**src/rtl/sgt_pkg.sv**
```systemverilog
package sgt_pkg;
  localparam int unsigned DATA_W    = 8;
  localparam int unsigned CNT_W     = 8;
  localparam int unsigned CLAMP_LVL = 4;
  localparam int unsigned SLICE_LVL = 16;
endpackage

```
**src/rtl/sgt_slicer.sv**
```systemverilog
module sgt_slicer #(
  parameter int unsigned DATA_W    = sgt_pkg::DATA_W,
  parameter int unsigned CLAMP_LVL = sgt_pkg::CLAMP_LVL,
  parameter int unsigned SLICE_LVL = sgt_pkg::SLICE_LVL
) (
  input  logic              clk_i,
  input  logic              rst_ni,
  input  logic              en_i,
  input  logic [DATA_W-1:0] sample_i,
  output logic              clamp_o,
  output logic              sync_o
);
  localparam logic [DATA_W-1:0] ClampCode = DATA_W'(CLAMP_LVL);
  localparam logic [DATA_W-1:0] SliceCode = DATA_W'(SLICE_LVL);

  always_ff @(posedge clk_i or negedge rst_ni) begin
    if (!rst_ni) begin
      clamp_o <= 1'b0;
      sync_o  <= 1'b0;
    end else if (en_i) begin
      clamp_o <= sample_i < ClampCode;
      sync_o  <= sample_i < SliceCode;
    end
  end

  AST_CLAMP_IN_SYNC: assert property (@(posedge clk_i) disable iff (!rst_ni)
    clamp_o |-> sync_o);
  AST_HOLD_NO_EN: assert property (@(posedge clk_i) disable iff (!rst_ni)
    !en_i |=> $stable({clamp_o, sync_o}));
endmodule

```
**src/rtl/sgt_width_timer.sv**
```systemverilog
module sgt_width_timer #(
  parameter int unsigned CNT_W = sgt_pkg::CNT_W
) (
  input  logic             clk_i,
  input  logic             rst_ni,
  input  logic             en_i,
  input  logic             sync_i,
  output logic             rise_o,
  output logic             fall_o,
  output logic             down_o,
  output logic [CNT_W-1:0] cnt_o,
  output logic [CNT_W-1:0] n_o
);
  localparam logic [CNT_W-1:0] CntMax = {CNT_W{1'b1}};

  logic sync_prev;

  assign rise_o = en_i & sync_i & ~sync_prev;
  assign fall_o = en_i & ~sync_i & sync_prev;

  always_ff @(posedge clk_i or negedge rst_ni) begin
    if (!rst_ni) begin
      sync_prev <= 1'b0;
      down_o    <= 1'b0;
      cnt_o     <= '0;
      n_o       <= '0;
    end else if (en_i) begin
      sync_prev <= sync_i;
      if (sync_i) begin
        down_o <= 1'b0;
        if (rise_o)              cnt_o <= CNT_W'(1);
        else if (cnt_o != CntMax) cnt_o <= cnt_o + 1'b1; // saturate
      end else if (fall_o) begin
        n_o    <= cnt_o;
        down_o <= 1'b1;
      end else if (down_o && cnt_o != '0) begin
        cnt_o <= cnt_o - 1'b1;
      end
    end
  end

  AST_N_LATCH: assert property (@(posedge clk_i) disable iff (!rst_ni)
    $rose(down_o) |-> n_o == $past(cnt_o));
  AST_DOWN_STOP: assert property (@(posedge clk_i) disable iff (!rst_ni)
    (down_o && cnt_o == '0 && !(en_i && sync_i)) |=> cnt_o == '0);
  AST_NO_WRAP: assert property (@(posedge clk_i) disable iff (!rst_ni)
    (en_i && sync_i && !rise_o && cnt_o == CntMax) |=> cnt_o == CntMax);
endmodule

```
**src/rtl/sgt_gate_gen.sv**
```systemverilog
module sgt_gate_gen #(
  parameter int unsigned CNT_W = sgt_pkg::CNT_W
) (
  input  logic             clk_i,
  input  logic             rst_ni,
  input  logic             en_i,
  input  logic             rise_i,
  input  logic             fall_i,
  input  logic             down_i,
  input  logic [CNT_W-1:0] cnt_i,
  input  logic [CNT_W-1:0] n_i,
  output logic             gate_o,
  output logic             clr_o
);
  logic [CNT_W-1:0] hi_mark, lo_mark;
  logic             open_hit;

  assign hi_mark  = (n_i >> 1) + (n_i >> 2);
  assign lo_mark  = n_i >> 2;
  // equal marks (N=1) never open the gate
  assign open_hit = (cnt_i == hi_mark) && (hi_mark != lo_mark);

  always_ff @(posedge clk_i or negedge rst_ni) begin
    if (!rst_ni) begin
      gate_o <= 1'b0;
      clr_o  <= 1'b0;
    end else if (en_i) begin
      if (rise_i) begin
        gate_o <= 1'b0;
        clr_o  <= 1'b0;
      end else if (fall_i) begin
        gate_o <= 1'b0;
        clr_o  <= 1'b1;
      end else if (down_i) begin
        if (open_hit) begin
          gate_o <= 1'b1;
          clr_o  <= 1'b0;
        end else if (cnt_i == lo_mark) begin
          gate_o <= 1'b0;
          clr_o  <= 1'b0;
        end
      end
    end
  end

  AST_GATE_CLR_EXCL: assert property (@(posedge clk_i) disable iff (!rst_ni)
    !(gate_o && clr_o));
  AST_GATE_IN_DOWN: assert property (@(posedge clk_i) disable iff (!rst_ni)
    gate_o |-> down_i);
endmodule

```
**src/rtl/sync_gate_timer.sv**
```systemverilog
module sync_gate_timer #(
  parameter int unsigned DATA_W    = sgt_pkg::DATA_W,
  parameter int unsigned CNT_W     = sgt_pkg::CNT_W,
  parameter int unsigned CLAMP_LVL = sgt_pkg::CLAMP_LVL,
  parameter int unsigned SLICE_LVL = sgt_pkg::SLICE_LVL
) (
  input  logic              clk_i,
  input  logic              rst_ni,
  input  logic              sample_en_i,
  input  logic [DATA_W-1:0] sample_i,
  output logic              clamp_o,
  output logic              sync_o,
  output logic              gate_o,
  output logic              line_clr_o
);
  logic             rise, fall, down;
  logic [CNT_W-1:0] cnt, n_meas;

  sgt_slicer #(
    .DATA_W(DATA_W), .CLAMP_LVL(CLAMP_LVL), .SLICE_LVL(SLICE_LVL)
  ) u_slicer (
    .clk_i(clk_i), .rst_ni(rst_ni), .en_i(sample_en_i), .sample_i(sample_i),
    .clamp_o(clamp_o), .sync_o(sync_o)
  );

  sgt_width_timer #(.CNT_W(CNT_W)) u_timer (
    .clk_i(clk_i), .rst_ni(rst_ni), .en_i(sample_en_i), .sync_i(sync_o),
    .rise_o(rise), .fall_o(fall), .down_o(down), .cnt_o(cnt), .n_o(n_meas)
  );

  sgt_gate_gen #(.CNT_W(CNT_W)) u_gate (
    .clk_i(clk_i), .rst_ni(rst_ni), .en_i(sample_en_i), .rise_i(rise),
    .fall_i(fall), .down_i(down), .cnt_i(cnt), .n_i(n_meas),
    .gate_o(gate_o), .clr_o(line_clr_o)
  );

  AST_RESET_QUIET: assert property (@(posedge clk_i) disable iff (!rst_ni)
    $rose(gate_o) |-> !sync_o);
endmodule

```
**config.mk**
```make
export PLATFORM = sky130hd
export DESIGN_NAME = sync_gate_timer
export DESIGN_NICKNAME = d
export VERILOG_FILES = /design/src/rtl/sgt_pkg.sv /design/src/rtl/sgt_slicer.sv /design/src/rtl/sgt_width_timer.sv /design/src/rtl/sgt_gate_gen.sv /design/src/rtl/sync_gate_timer.sv
export SDC_FILE = /design/constraint.sdc
export NUM_CORES = 1
export LEC_CHECK = 0
export CAP_MARGIN = 20
export CORE_UTILIZATION = 55
export DETAILED_ROUTE_END_ITERATION = 10
export PLACE_DENSITY_LB_ADDON = 0.1
export SYNTH_ARGS = -nofsm -noshare
export SYNTH_HDL_FRONTEND = slang
export SYNTH_SLANG_ARGS = --single-unit
```
**constraint.sdc**
```tcl
create_clock -name clk_i -period 5.15 [get_ports clk_i]
set_input_delay 0.515 -clock clk_i [delete_from_list [all_inputs] [get_ports clk_i]]
set_output_delay 0.515 -clock clk_i [all_outputs]
set_load 0.01 [all_outputs]
```
==> impl_metrics.toml, run 1 <==
[run_status]
status = "finished, final reports clean"

[synth]
synth_common_cells = "dfrtp_1 (21), o21ai_0 (17), inv_1 (16)"
synth_warnings = 0
synthArstFlopShare = 1.00
synth_top_area_share = 0.262
synthTopCellsByArea = "dfrtp_1 (26%), ha_1 (6.2%), xnor2_1 (4.8%)"
synthesis.nets = 263
synth_top_area_cell = "dfrtp_1"
syn_avg_cell_area_um2 = 8.33
synth_edf_count = 0
synthFlopType = "dfrtp_1"
synthCells = 241
yosysSeqAreaShare = 0.262
synth-seq-cells = 21
yosysMostFrequentCell = "dfrtp_1"
syn_area_mm2 = 0.00201
yosysUniqueCellTypes = 58

[clock_tree]
path_clk_slew_ns = 0.11
clock_latency_ns = 0.31
post_cts_buffers = 0
cts_tree = "built"
cts_hold_buf = 0
numCtsBuffers = 3
clockRootBuffer = "clkbuf_4"
ctsResizeCount = 0
h-tree-depth = 1
clkSinkCount = 21
clk_path_buf_depth = 2

[place]
dp_hpwl_mm = 3.43
place.port_buffers = 12
gp_congestion = 0.869
dpl.cell_count = 280

[setup_path]
worstPathArrival_ns = 2.95
end_kind = "flip-flop"
reg2reg_to = "u_gate.clr_o"
critPathLaunchType = "flip-flop"
worstPathRequired_ns = 5.36
worstPathMaxFanout = 6
worstReg2RegStart = "u_timer.n_o[2]"
crit_start = "u_timer.n_o[2]"
rr_worst_depth = 9
critPathCapture = "u_gate.clr_o"
r2r_slack_ns = 2.41
path_class = "reg -> reg"

[die]
rows = 21
design.portCount = 15
start_util = 0.588
dieArea_mm2 = 0.00390
core_region_area_mm2 = 0.00342
die-height_um = 62.4
die_w_um = 62.4

[timing]
max_clock_freq_mhz = 365
tightest_slew_ns = 0.943
finalCritPeriodShare = 0.533
maxSlewHeadroom = 0.369
fin_crit_ns = 2.74
setup_viol = 0
fin_tns_setup_ns = 0
fin_skew_ns = 0.00584
hold_slack_ns = 0.533
report.final.hold_viol_count = 0
rsz0062_at_grt = "no"
slew_viol_final = 0

[final_layout]
nets = 261
drive_gt1_frac = 0.0630
fillers = 307
syn_to_final_growth_pct = 5.23
multi_input_area_mm2 = 0.00132
seq_area_um2 = 526
antenna_cells = 0
layout.cells.non_filler = 284

[run]
cap_violations = 0

[drt]
wire_per_inst_um = 16.4
wirelength_mm = 4.66
drc = 0
antenna_left = 0
drt_iter0_markers = 136
avgViaCountPerCell = 6.39
via_count = 1816
dr.pass1.iters = 4

[worst_hold_path]
hold_depth = 2
hold_path_startpoint = "u_timer.n_o[1]"
hold_path.class = "reg -> reg"

[global_route]
grt_pass1_wl_mm = 7.93
grt_pass1_vias = 1666
grt_overflow = 0
grt_max_degree = 22
track_usage = 0.256
antenna_found_initial = 0

[pwr]
max-vdd-ir-drop_mv = 0.427
powerDensity_mw_per_mm2 = 579
p_leak_nw = 0.880
-- stage by stage --
stage / utilization / cell area (um2) / power [mW] / setup WS [ns]
final: 0.619 / 2110 / 1.22 / 2.41
after global placement: 0.611 / 2090 / 1.11 / 2.46
after floorplan: - / 2010 / 0.995 / 2.67
after CTS: 0.619 / 2110 / 1.21 / 2.39
after global routing: 0.619 / 2110 / 1.34 / 2.19
after detailed placement: 0.611 / 2090 / 1.13 / 2.42
-- placed cells by master (no fill, tap or decap), types with 3 or more instances in the layout --
cell	Yosys	final
ha_1	10	10
nor3_1	7	7
a21oi_1	13	13
o211ai_1	3	3
nand2_1	13	13
o31ai_1	6	6
mux2_2	5	5
clkdlybuf4s50_1	0	12
nand3_1	3	3
xnor2_1	11	11
a211oi_1	4	4
o22ai_1	5	5
a22oi_1	3	3
and3_1	5	5
mux2i_1	6	6
xor2_1	8	8
o21a_1	4	4
clkbuf_4	0	3
nor4_1	5	5
nor2_1	13	13
dfrtp_1	21	21
inv_1	16	16
o21ai_0	17	17
a31oi_1	3	3
nand4_1	4	4
-- where the power goes --
| part | total (mW) | internal, mW | switching [mW] |
|---|---|---|---|
| registers | 0.361 | 0.217 | 0.144 |
| logic | 0.782 | 0.356 | 0.425 |
| clock network | 0.0809 | 0.0303 | 0.0506 |
-- flip-flops by register name (all words and copies together) (netlist names) --
name / flops
u_timer.down_o: 1
u_timer.n_o: 7
u_gate.clr_o: 1
u_timer.sync_prev: 1
u_slicer.sync_o: 1
u_timer.cnt_o: 8
u_gate.gate_o: 1
u_slicer.clamp_o: 1
-- per-layer routing --
| metal | GRT usage | vias to the layer above | routed length (um) |
|---|---|---|---|
| met4 | 0.0640 | 0 | 46 |
| met2 | 0.413 | 55 | 2160 |
| li1 | - | 889 | - |
| met1 | 0.351 | 865 | 2200 |
| met3 | 0.0493 | 7 | 261 |
| met5 | 0 | - | 0 |
-- critical path, cell delays in order, from the launching register on --
cell and delay (ns):
dfrtp_1 0.48, ha_1 0.27, inv_1 0.07, fa_1 0.40
xnor2_1 0.28, xnor2_1 0.16, nand4_1 0.12, or4_4 0.50
nor4_1 0.25, a21oi_1 0.10
-- area by class of cell --
class / instances / share of cell area
Multi-Input combinational cell: 185 / 0.626
Sequential cell: 21 / 0.249
Timing Repair Buffer: 12 / 0.0568
Inverter: 16 / 0.0284
Tap cell: 46 / 0.0272
Clock buffer: 4 / 0.0124
-- logic make-up (layout without fill, tap and decap cells) --
| group | count (synthesis) | after routing | synth area share |
|---|---|---|---|
| compound gates | 78 | 78 | 0.266 |
| simple gates | 66 | 66 | 0.180 |
| buf+inv | 35 | 32 | 0.0791 |
| flops | 21 | 21 | 0.262 |
| xor+xnor | 19 | 19 | 0.0829 |
| fa+ha+maj | 11 | 11 | 0.0723 |
| mux | 11 | 11 | 0.0579 |
-- how the worst min path moves through the flow --
stage	to	slack (ns)
final	u_timer.n_o[1]	0.53
after global routing	u_timer.n_o[1]	0.58
after CTS	u_timer.n_o[1]	0.55
after detailed placement	u_timer.n_o[1]	0.51
after global placement	u_timer.n_o[1]	0.49
after floorplan	u_gate.clr_o	0.22
(Power assumes the default switching activity.)
==> inputs of run 2 (changes only) <==
Settings changed: CORE_UTILIZATION 55 to 53.
Clock period 5.15 ns to 2.4 ns, I/O delays scaled along.
==> run 2 against run 1 <==
  * The flow now finishes with violations (setup timing)
  * Critical path depth is 1 lower
  * Cell count up 8.8%
  * Routed wire length increased by 11%
  * First-iteration DRC count grew 19%
  * Core utilization is 6.9 points higher
  * Non-clock buffer count increased by 25
  * Global-route usage up 1.7 points
  * Sequential power grew 96%
  * Total power increased to 2.6 times the previous value
  * Clock-buffer cell count unchanged
  * Critical path type unchanged
  * Largest power group unchanged
  * Highest routed layer unchanged
==> impl_metrics.toml, run 2 (synthesized netlist as in run 1, its figures left out) <==
[run_status]
status = "complete, but fails checks"
violations = "setup timing"

[drt]
wire_per_inst_um = 16.7
wirelength_mm = 5.17
via_count = 1982
wl_met1_mm = 2.28
drc = 0
dr.pass1.iters = 5
antenna_left = 0
drt_iter0_markers = 162
highest_layer = "met4"
wl_met2_mm = 2.58
avgViaCountPerCell = 6.41
wl_met3_um = 284

[final_layout]
largest_register_ffs = 8
largest_register = "u_timer.cnt_o"
final_cell_mix = "buf_4 (25), dfrtp_1 (20), o21ai_0 (17)"
antenna_cells = 0
layout_commonest_cell = "buf_4"
syn_to_final_growth_pct = 18.8
drive_gt1_frac = 0.202
nets = 286
post-route-util = 0.688
reg.largest.list = "u_timer.cnt_o x8, u_timer.n_o x7"

[clock_tree]
cts_tree = "built"
path_clk_slew_ns = 0.07
clk_path_buf_depth = 2
h-tree-depth = 1
clock_latency_ns = 0.26
numCtsBuffers = 3
clkSinkCount = 21
cts_hold_buf = 0
clockRootBuffer = "clkbuf_8"

[setup_path]
critPathLaunchType = "flip-flop"
crit_start = "u_timer.n_o[2]"
path_cells = "ha_2 > inv_2 > fa_2 > xor2_1 > nand4_1 > or4_4 > nor4b_4 > a21bo_1"
worstPathMaxFanout = 2
end_kind = "flip-flop"
max_stage_delay_ns = 0.55
critical-path-slowest-cell = "fa_2"
worstReg2RegStart = "u_timer.n_o[2]"
path_class = "reg -> reg"
worstPathRequired_ns = 2.61
worstPathArrival_ns = 2.65

[place]
gp_congestion = 0.888
dp_hpwl_mm = 3.94
place.port_buffers = 12

[global_route]
grt_pass1_wl_mm = 8.82
grt_overflow = 0
antenna_found_initial = 0
grt_pass1_vias = 1873
grt_max_degree = 22
track_usage = 0.273

[worst_hold_path]
hold_path.class = "in -> async"

[pwr]
p_int_mw = 1.69
p_sw_frac = 0.469
switching_power_mw = 1.50
power_frac_comb = 0.706
p_seq_frac = 0.221
powerDensity_mw_per_mm2 = 1340
p_leak_nw = 1.03
max-vdd-ir-drop_mv = 0.783
p_clk_frac = 0.073

[die]
die-height_um = 63.6
core_region_area_mm2 = 0.00347
rows = 21
dieArea_mm2 = 0.00404
start_util = 0.579
design.portCount = 15
die_w_um = 63.6

[timing]
fin_tns_setup_ns = -0.0419
fin_crit_ns = 2.44
tightest_slew_ns = 0.631
slew_viol_final = 0
fin_skew_ns = 0.00114
finalCritPeriodShare = 1.02
max_clock_freq_mhz = 410
setup_viol = 1
maxSlewHeadroom = 0.576
worst_slack_ns = -0.0419
report.final.hold_viol_count = 0
rsz0062_at_grt = "yes"

[run]
cap_violations = 0
==> run 2: cell types whose count changed in the layout (fill, tap and decap cells not counted), sizes merged <==
cell,change
buf,+25
==> run 2: worst max-delay path: cells and delay by family, from the launching register on <==
kind	cells	cell delay [ns]
and+or+nand+nor	3	0.95
xor gates and xnor gates	1	0.15
DFF	1	0.36
AOI/OAI and AO/OA	1	0.14
buffers and inverters	1	0.04
adders and majority gates	2	0.75
==> run 2: final cells by class <==
| type | count | area (um2) |
|---|---|---|
| Timing Repair Buffer | 37 | 308 |
| Sequential cell | 21 | 527 |
| Fill cell | 321 | 1080 |
| Clock buffer | 4 | 45.0 |
| Multi-Input combinational cell | 185 | 1390 |
| Inverter | 16 | 60.1 |
| Tap cell | 46 | 57.6 |
==> run 2: timing repair <==
item / in CTS / in global routing
buffers inserted: 2 / 0
setup endpoints to repair: 2 / 2
gates resized for setup: 3 / 8
pin swaps: 6 / 2
==> run 2: power groups by stage <==
| stage | registers (mW) | clock network (mW) | logic, mW |
|---|---|---|---|
| 2_1_floorplan | 0.576 | 0 | 1.59 |
| 3_3_place_gp | 0.693 | 0 | 2.02 |
| 3_5_place_dp | 0.707 | 0 | 2.09 |
| 4_1_cts | 0.696 | 0.234 | 2.16 |
| 5_1_grt | 0.730 | 0.245 | 2.45 |
| 6_report | 0.707 | 0.233 | 2.25 |
==> run 2: through the flow <==
stage	instances	setup WS, ns	power (mW)	instance area [um2]	hold WS, ns
floorplan	241	0.0167	2.17	2020	-0.0556
global placement	303	-0.00400	2.72	2270	0.483
detailed placement	303	-0.0981	2.80	2270	0.539
CTS	309	-0.0314	3.09	2350	0.337
global route	309	-0.129	3.43	2380	0.348
finish	309	-0.0419	3.19	2380	0.319
==> run 2: path summary, 6_finish.rpt <==
| check | endpoint | slack (ns) | depth (start not counted) |
|---|---|---|---|
| max | u_gate.gate_o | -0.04 | 8 |
| min | u_gate.gate_o | 0.32 | 2 |
| max reg2reg | u_gate.gate_o | -0.04 | 8 |
| min reg2reg | u_slicer.clamp_o | 0.56 | 2 |
| max in group asynchronous | u_timer.n_o[3] | 1.85 | 2 |
| min in group clk_i | u_slicer.clamp_o | 0.56 | 2 |
==> run 2: per-layer routing <==
| metal | track usage | vias to the layer above |
|---|---|---|
| met1 | 0.369 | 974 |
| met2 | 0.465 | 72 |
| li1 | - | 932 |
| met5 | 0 | - |
| met3 | 0.0344 | 4 |
| met4 | 0.0483 | 0 |
